[src/rtl/wacc_pkg.sv]
package wacc_pkg;
  typedef enum logic [1:0] {
    ST_IDLE = 2'd0,
    ST_RUN  = 2'd1,
    ST_FIN  = 2'd2
  } wacc_state_e;

  typedef enum logic {
    CNT_LEVEL = 1'b0,
    CNT_EDGE  = 1'b1
  } wacc_mode_e;
endpackage

[src/rtl/wacc_bit_timer.sv]
module wacc_bit_timer #(
  parameter int DATA_W  = 8,
  parameter int PER_BIT = 4
) (
  input  logic clk,
  input  logic rst_n,
  input  logic load,
  input  logic run,
  output logic sck,
  output logic bit_end,
  output logic frame_end
);
  localparam int PH_W  = (PER_BIT > 1) ? $clog2(PER_BIT) : 1;
  localparam int BIT_W = (DATA_W > 1) ? $clog2(DATA_W) : 1;
  localparam int HIGH_CLKS = PER_BIT / 2;
  localparam logic [PH_W-1:0]  PH_LAST  = PH_W'(PER_BIT - 1);
  localparam logic [BIT_W-1:0] BIT_LAST = BIT_W'(DATA_W - 1);

  logic [PH_W-1:0]  ph;
  logic [BIT_W-1:0] bitn;

  assign bit_end   = run && (ph == PH_LAST);
  assign frame_end = bit_end && (bitn == BIT_LAST);

  // sck is registered: it rises one clock after the accumulator is enabled
  always_ff @(posedge clk) begin
    if (!rst_n) begin
      ph   <= '0;
      bitn <= '0;
      sck  <= 1'b0;
    end else begin
      sck <= run && (ph < PH_W'(HIGH_CLKS));
      if (load) begin
        ph   <= '0;
        bitn <= '0;
      end else if (run) begin
        if (ph == PH_LAST) begin
          ph   <= '0;
          bitn <= bitn + 1'b1;
        end else begin
          ph <= ph + 1'b1;
        end
      end
    end
  end

  a_r3_sck_low_idle: assert property (@(posedge clk) disable iff (!rst_n)
    (!run && !$past(run)) |-> !sck);

  a_r3_sck_two_wide: assert property (@(posedge clk) disable iff (!rst_n)
    $rose(sck) |=> sck);

  a_r7_bit_index_steady: assert property (@(posedge clk) disable iff (!rst_n)
    (run && !bit_end && !load) |=> (bitn == $past(bitn)));
endmodule

[src/rtl/wacc_weight.sv]
module wacc_weight #(
  parameter int DATA_W = 8
) (
  input  logic              clk,
  input  logic              rst_n,
  input  logic              load,
  input  logic              step,
  input  logic              active,
  output logic [DATA_W-1:0] weight
);
  localparam logic [DATA_W-1:0] W_INIT = DATA_W'(1) << (DATA_W - 1);

  always_ff @(posedge clk) begin
    if (!rst_n)     weight <= '0;
    else if (load)  weight <= W_INIT;
    else if (step)  weight <= weight >> 1;
  end

  a_r7_weight_onehot: assert property (@(posedge clk) disable iff (!rst_n)
    active |-> ($countones(weight) == 1));

  a_r2_load_top_bit: assert property (@(posedge clk) disable iff (!rst_n)
    load |=> weight[DATA_W-1]);
endmodule

[src/rtl/wacc_accum.sv]
module wacc_accum #(
  parameter int DATA_W = 8,
  parameter int ACC_W  = 11
) (
  input  logic              clk,
  input  logic              rst_n,
  input  logic              clear,
  input  logic              run,
  input  logic              edge_mode,
  input  logic              sdi,
  input  logic              sck,
  input  logic [DATA_W-1:0] weight,
  output logic [ACC_W-1:0]  acc
);
  logic             sdi_q;
  logic             gate_q;
  logic             gate;
  logic             hit;
  logic [ACC_W-1:0] inc;
  logic [ACC_W:0]   sum;

  assign gate = sck & sdi_q;
  assign hit  = run && (edge_mode ? (gate && !gate_q) : sdi_q);
  assign inc  = edge_mode ? ACC_W'({weight, 1'b0}) : ACC_W'(weight);
  assign sum  = {1'b0, acc} + {1'b0, inc};

  always_ff @(posedge clk) begin
    if (!rst_n) begin
      sdi_q  <= 1'b0;
      gate_q <= 1'b0;
      acc    <= '0;
    end else begin
      sdi_q  <= sdi;
      gate_q <= gate;
      if (clear)    acc <= '0;
      else if (hit) acc <= sum[ACC_W-1:0];
    end
  end

  a_r9_no_overflow: assert property (@(posedge clk) disable iff (!rst_n)
    hit |-> !sum[ACC_W]);

  a_r2_clear_zero: assert property (@(posedge clk) disable iff (!rst_n)
    clear |=> (acc == '0));
endmodule

[src/rtl/wacc_serial_rx.sv]
module wacc_serial_rx #(
  parameter int DATA_W  = 8,
  parameter int PER_BIT = 4
) (
  input  logic              clk,
  input  logic              rst_n,
  input  logic              start,
  input  logic              edge_mode,
  input  logic              sdi,
  output logic              sck,
  output logic [DATA_W-1:0] data,
  output logic              done
);
  import wacc_pkg::*;

  localparam int LVL_SHIFT = $clog2(PER_BIT);
  localparam int ACC_W     = DATA_W + LVL_SHIFT + 1;

  wacc_state_e       state;
  wacc_mode_e        mode_q;
  logic              accept;
  logic              run;
  logic              bit_end;
  logic              frame_end;
  logic [DATA_W-1:0] weight;
  logic [ACC_W-1:0]  acc;

  assign accept = (state == ST_IDLE) && start;
  assign run    = (state == ST_RUN);

  wacc_bit_timer #(.DATA_W(DATA_W), .PER_BIT(PER_BIT)) u_timer (
    .clk(clk), .rst_n(rst_n), .load(accept), .run(run),
    .sck(sck), .bit_end(bit_end), .frame_end(frame_end)
  );

  wacc_weight #(.DATA_W(DATA_W)) u_weight (
    .clk(clk), .rst_n(rst_n), .load(accept), .step(bit_end),
    .active(run), .weight(weight)
  );

  wacc_accum #(.DATA_W(DATA_W), .ACC_W(ACC_W)) u_accum (
    .clk(clk), .rst_n(rst_n), .clear(accept), .run(run),
    .edge_mode(mode_q == CNT_EDGE), .sdi(sdi), .sck(sck),
    .weight(weight), .acc(acc)
  );

  always_ff @(posedge clk) begin
    if (!rst_n) begin
      state  <= ST_IDLE;
      mode_q <= CNT_LEVEL;
      data   <= '0;
      done   <= 1'b0;
    end else begin
      done <= 1'b0;
      unique case (state)
        ST_IDLE: if (start) begin
          state  <= ST_RUN;
          mode_q <= edge_mode ? CNT_EDGE : CNT_LEVEL;
        end
        ST_RUN:  if (frame_end) state <= ST_FIN;
        ST_FIN: begin
          state <= ST_IDLE;
          done  <= 1'b1;
          data  <= (mode_q == CNT_EDGE) ? acc[1 +: DATA_W] : acc[LVL_SHIFT +: DATA_W];
        end
        default: state <= ST_IDLE;
      endcase
    end
  end

  a_r7_done_single: assert property (@(posedge clk) disable iff (!rst_n)
    done |=> !done);

  a_r8_busy_start_no_reload: assert property (@(posedge clk) disable iff (!rst_n)
    (run && start && !bit_end) |=> (weight == $past(weight)));

  a_r11_mode_steady: assert property (@(posedge clk) disable iff (!rst_n)
    (state != ST_IDLE) |=> (mode_q == $past(mode_q)));

  a_r10_data_hold: assert property (@(posedge clk) disable iff (!rst_n)
    (!done && $past(state) != ST_FIN) |-> $stable(data));
endmodule

[config.mk]
export PLATFORM = sky130hd
export DESIGN_NAME = wacc_serial_rx
export DESIGN_NICKNAME = d
export VERILOG_FILES = /design/src/rtl/wacc_pkg.sv /design/src/rtl/wacc_bit_timer.sv /design/src/rtl/wacc_weight.sv /design/src/rtl/wacc_accum.sv /design/src/rtl/wacc_serial_rx.sv
export SDC_FILE = /design/constraint.sdc
export NUM_CORES = 1
export LEC_CHECK = 0
export ABC_AREA = 1
export BUFFER_PORTS_ARGS = -buffer_cell sky130_fd_sc_hd__clkbuf_2
export CORE_MARGIN = 5
export CORE_UTILIZATION = 45
export DETAILED_ROUTE_END_ITERATION = 8
export GPL_TIMING_DRIVEN = 0
export PLACE_DENSITY = 0.67
export SLEW_MARGIN = 15
export SYNTH_ARGS = -nofsm -noshare
export SYNTH_HDL_FRONTEND = slang
export SYNTH_SLANG_ARGS = --single-unit
export TNS_END_PERCENT = 1
[constraint.sdc]
create_clock -name clk -period 2.69 [get_ports clk]
set_input_delay 0.1345 -clock clk [delete_from_list [all_inputs] [get_ports clk]]
set_output_delay 0.1345 -clock clk [all_outputs]
set_load 0.02 [all_outputs]
==> out/metrics.cfg <==
[synth]
ys_seq_area_frac = 0.3853
synth_mux_area_frac = 0
syn_area_per_cell_sq_um = 6.903
yosys_warnings = 0
synthAdderAreaFrac = 0.08619
syn-cell-area_sq_um = 1974
yosys_register_bits = 38
synth-simple-area-share = 0.2294
synth_compound_area_frac = 0.1793
synthXorXnorAreaFrac = 0.01331
syn_inst = 286
synth_top_family_by_area = simple AND/OR/NAND/NOR gates
ys_types = 23
syn_nets = 304

[final_layout]
multi_input_area_sq_um = 1003
final_util = 0.5134
final_common_cell = nand2_1
drive_above_1_share = 0.09416
fin_cells = 360
fillers = 439
area_growth_pct = 11.66
seq_area_sq_um = 760.7
final_cell_mix = nand2_1, inv_1, a21oi_1, dfxtp_1, o21ai_0
final_nets = 325
diodes = 0

[worst_setup_path]
r2r_cells = 11
slowest_stage = o21ai_0
critical_path.startpoint_type = flop
cp_cell_sequence = clkbuf_1, nor2_1, ha_1, inv_1, fa_1, o21ai_0, nand2_1, nand3_1, nand3_1, nand2_1, inv_1
reg2reg_slack_ns = 0.37
slowest_delay_ns = 0.42
arrival_ns = 2.51
crit_fanout = 10
path_class = reg -> reg
end_kind = flop
cp.required_ns = 2.88

[global_routing]
grt_util_all_layers = 0.1527
grt_pass1_vias = 1689
overflow = 0
antenna_found_initial = 0
grt-busiest-layer = met2
grt.met1_usage = 0.2080
grt_max_degree = 13
grt_pass1_wl_um = 7514
grtUsageMet3 = 0.04019
use_met2 = 0.2406

[route]
routed-via-count = 1796
first_iter_violations = 50
wl_per_cell_um = 11.80
detail_route.wirelength_um = 4248
postRouteAntennaNets = 0
viasPerCell = 4.989
first_pass_iters = 4
drc = 0

[timing]
slew_headroom = 0.5966
period_share = 0.8613
fmax_mhz = 431.6
period_needed_ns = 2.317
report.final.setup_viol = 0
tightest_slew_ns = 0.6029
rsz0062_at_grt = no
drv_slew = 0
skew_ns = 0.008720
hold_viol = 0
hold_ws_ns = 0.02763
fin_tns_setup_ns = 0

[clock_tree]
cts-buffers-inserted = 5
holdBufCountCts = 0
clk_pin_slew_ns = 0.08
cts_buffer_depth = 2
cts_tree = yes
htreeDepth = 2
cts-root-buf = clkbuf_8
post_cts_buffers = 0
clock_latency_ns = 0.29
cts.sinks = 38
ctsResizeCount = 0

[placed_design]
io_buffers = 14
dp_cells = 352
place.gp.congestion = 0.8186
dp_hpwl_um = 3194

[floorplanning]
initial_utilization = 0.4598
num_rows = 24
ios = 15
die_w_um = 76.24
core_area_sq_um = 4294
die_h_um = 76.24
die_area_sq_um = 5813

[power]
p_sw_mw = 0.2749
pwr-share-comb = 0.077
p_int_mw = 0.8052
irDropWorstVdd_mv = 0.2068
clockPowerShare = 0.385
p_per_area_nw_per_um2 = 489.9
leakagePower_nw = 1.075
swShare = 0.2545
p_seq_frac = 0.538
power_mw = 1.080

[run_status]
status = complete, no violations

[job]
maxCapViolations = 0

[min_path]
hold_path_class = in -> reg
hold_depth = 3

## per-stage QoR
stage	cell area [sq um]	setup WS, ns
2_1_floorplan	1974	0.7358
3_3_place_gp	2110	0.4299
3_5_place_dp	2110	0.4153
4_1_cts	2205	0.3733
5_1_grt	2205	0.04144
6_report	2205	0.3732
## cells by family (layout without fill, tap and decap cells)
group,Yosys count,in the layout
simple gates,111,111
fa+ha+maj,13,13
buf+inv,52,74
xor+xnor,3,3
flops,38,38
compound gates,69,69
## worst max-delay path: cells and delay by family, from the launching register on
family                     cells  cell delay (ns)
AOI/OAI and AO/OA              1             0.42
adders and majority gates      2             0.60
buffers and inverters          3             0.30
DFF                            1             0.36
and+or+nand+nor                5             0.53
## registers in the layout (all words and copies together) (netlist names), 2 cells and up
name and cells:
data 8, u_accum.acc 10, u_timer.ph 2, u_weight.weight 8, u_timer.bitn 3, state 2
## synthesized netlist by cell type
cell | n | area [sq um]
buf_1 | 1 | 3.750
a21oi_1 | 38 | 190.2
buf_4 | 1 | 7.510
o21ai_2 | 1 | 8.760
o21ai_1 | 1 | 5.000
nor3_4 | 1 | 16.27
dfxtp_1 | 38 | 760.7
ha_1 | 12 | 150.1
nand3_1 | 14 | 70.07
nand2_2 | 1 | 6.260
clkbuf_1 | 4 | 15.01
nor3_1 | 3 | 15.01
inv_1 | 43 | 161.4
buf_6 | 1 | 11.26
o21ai_0 | 27 | 135.1
nand2_1 | 66 | 247.7
o21a_1 | 1 | 7.510
fa_1 | 1 | 20.02
clkbuf_4 | 1 | 7.510
nor2_1 | 26 | 97.59
a21o_1 | 1 | 7.510
inv_2 | 1 | 3.750
xor2_1 | 3 | 26.28
## metal layers
metal,vias up,part of all wire,routed length (um)
met1,803,0.51,2151
met4,0,0.013,55
met3,9,0.042,178
met5,-,0,0
met2,35,0.44,1864
li1,949,-,-
## area by class of cell
| type | count | share of cell area |
|---|---|---|
| timing repair buffer | 14 | 0.03178 |
| buffer | 8 | 0.02043 |
| inverter | 44 | 0.07491 |
| multi-input combinational | 196 | 0.4552 |
| clock buffer | 6 | 0.03746 |
| sequential | 38 | 0.3451 |
| tap | 52 | 0.02951 |
| clock inverter | 2 | 0.005675 |
## power by group through the flow
stage | logic, mW | registers (mW) | clock network (mW)
finish | 0.0834 | 0.581 | 0.415
CTS | 0.0835 | 0.581 | 0.422
global route | 0.0962 | 0.583 | 0.447
floorplan | 0.0616 | 0.593 | 0
global placement | 0.0826 | 0.594 | 0
detailed placement | 0.0831 | 0.595 | 0
## path summary, 6_finish.rpt
path | endpoint | from
max reg2reg | u_accum.acc[8]$_SDFFE_PP0P_ | mode_q$_SDFFE_PN0P_
min | u_accum.sdi_q$_SDFF_PN0_ | sdi
max | u_accum.acc[8]$_SDFFE_PP0P_ | mode_q$_SDFFE_PN0P_
min reg2reg | u_accum.gate_q$_SDFF_PN0_ | u_timer.sck$_SDFF_PN0_
Power figures use the tool's default switching activity.
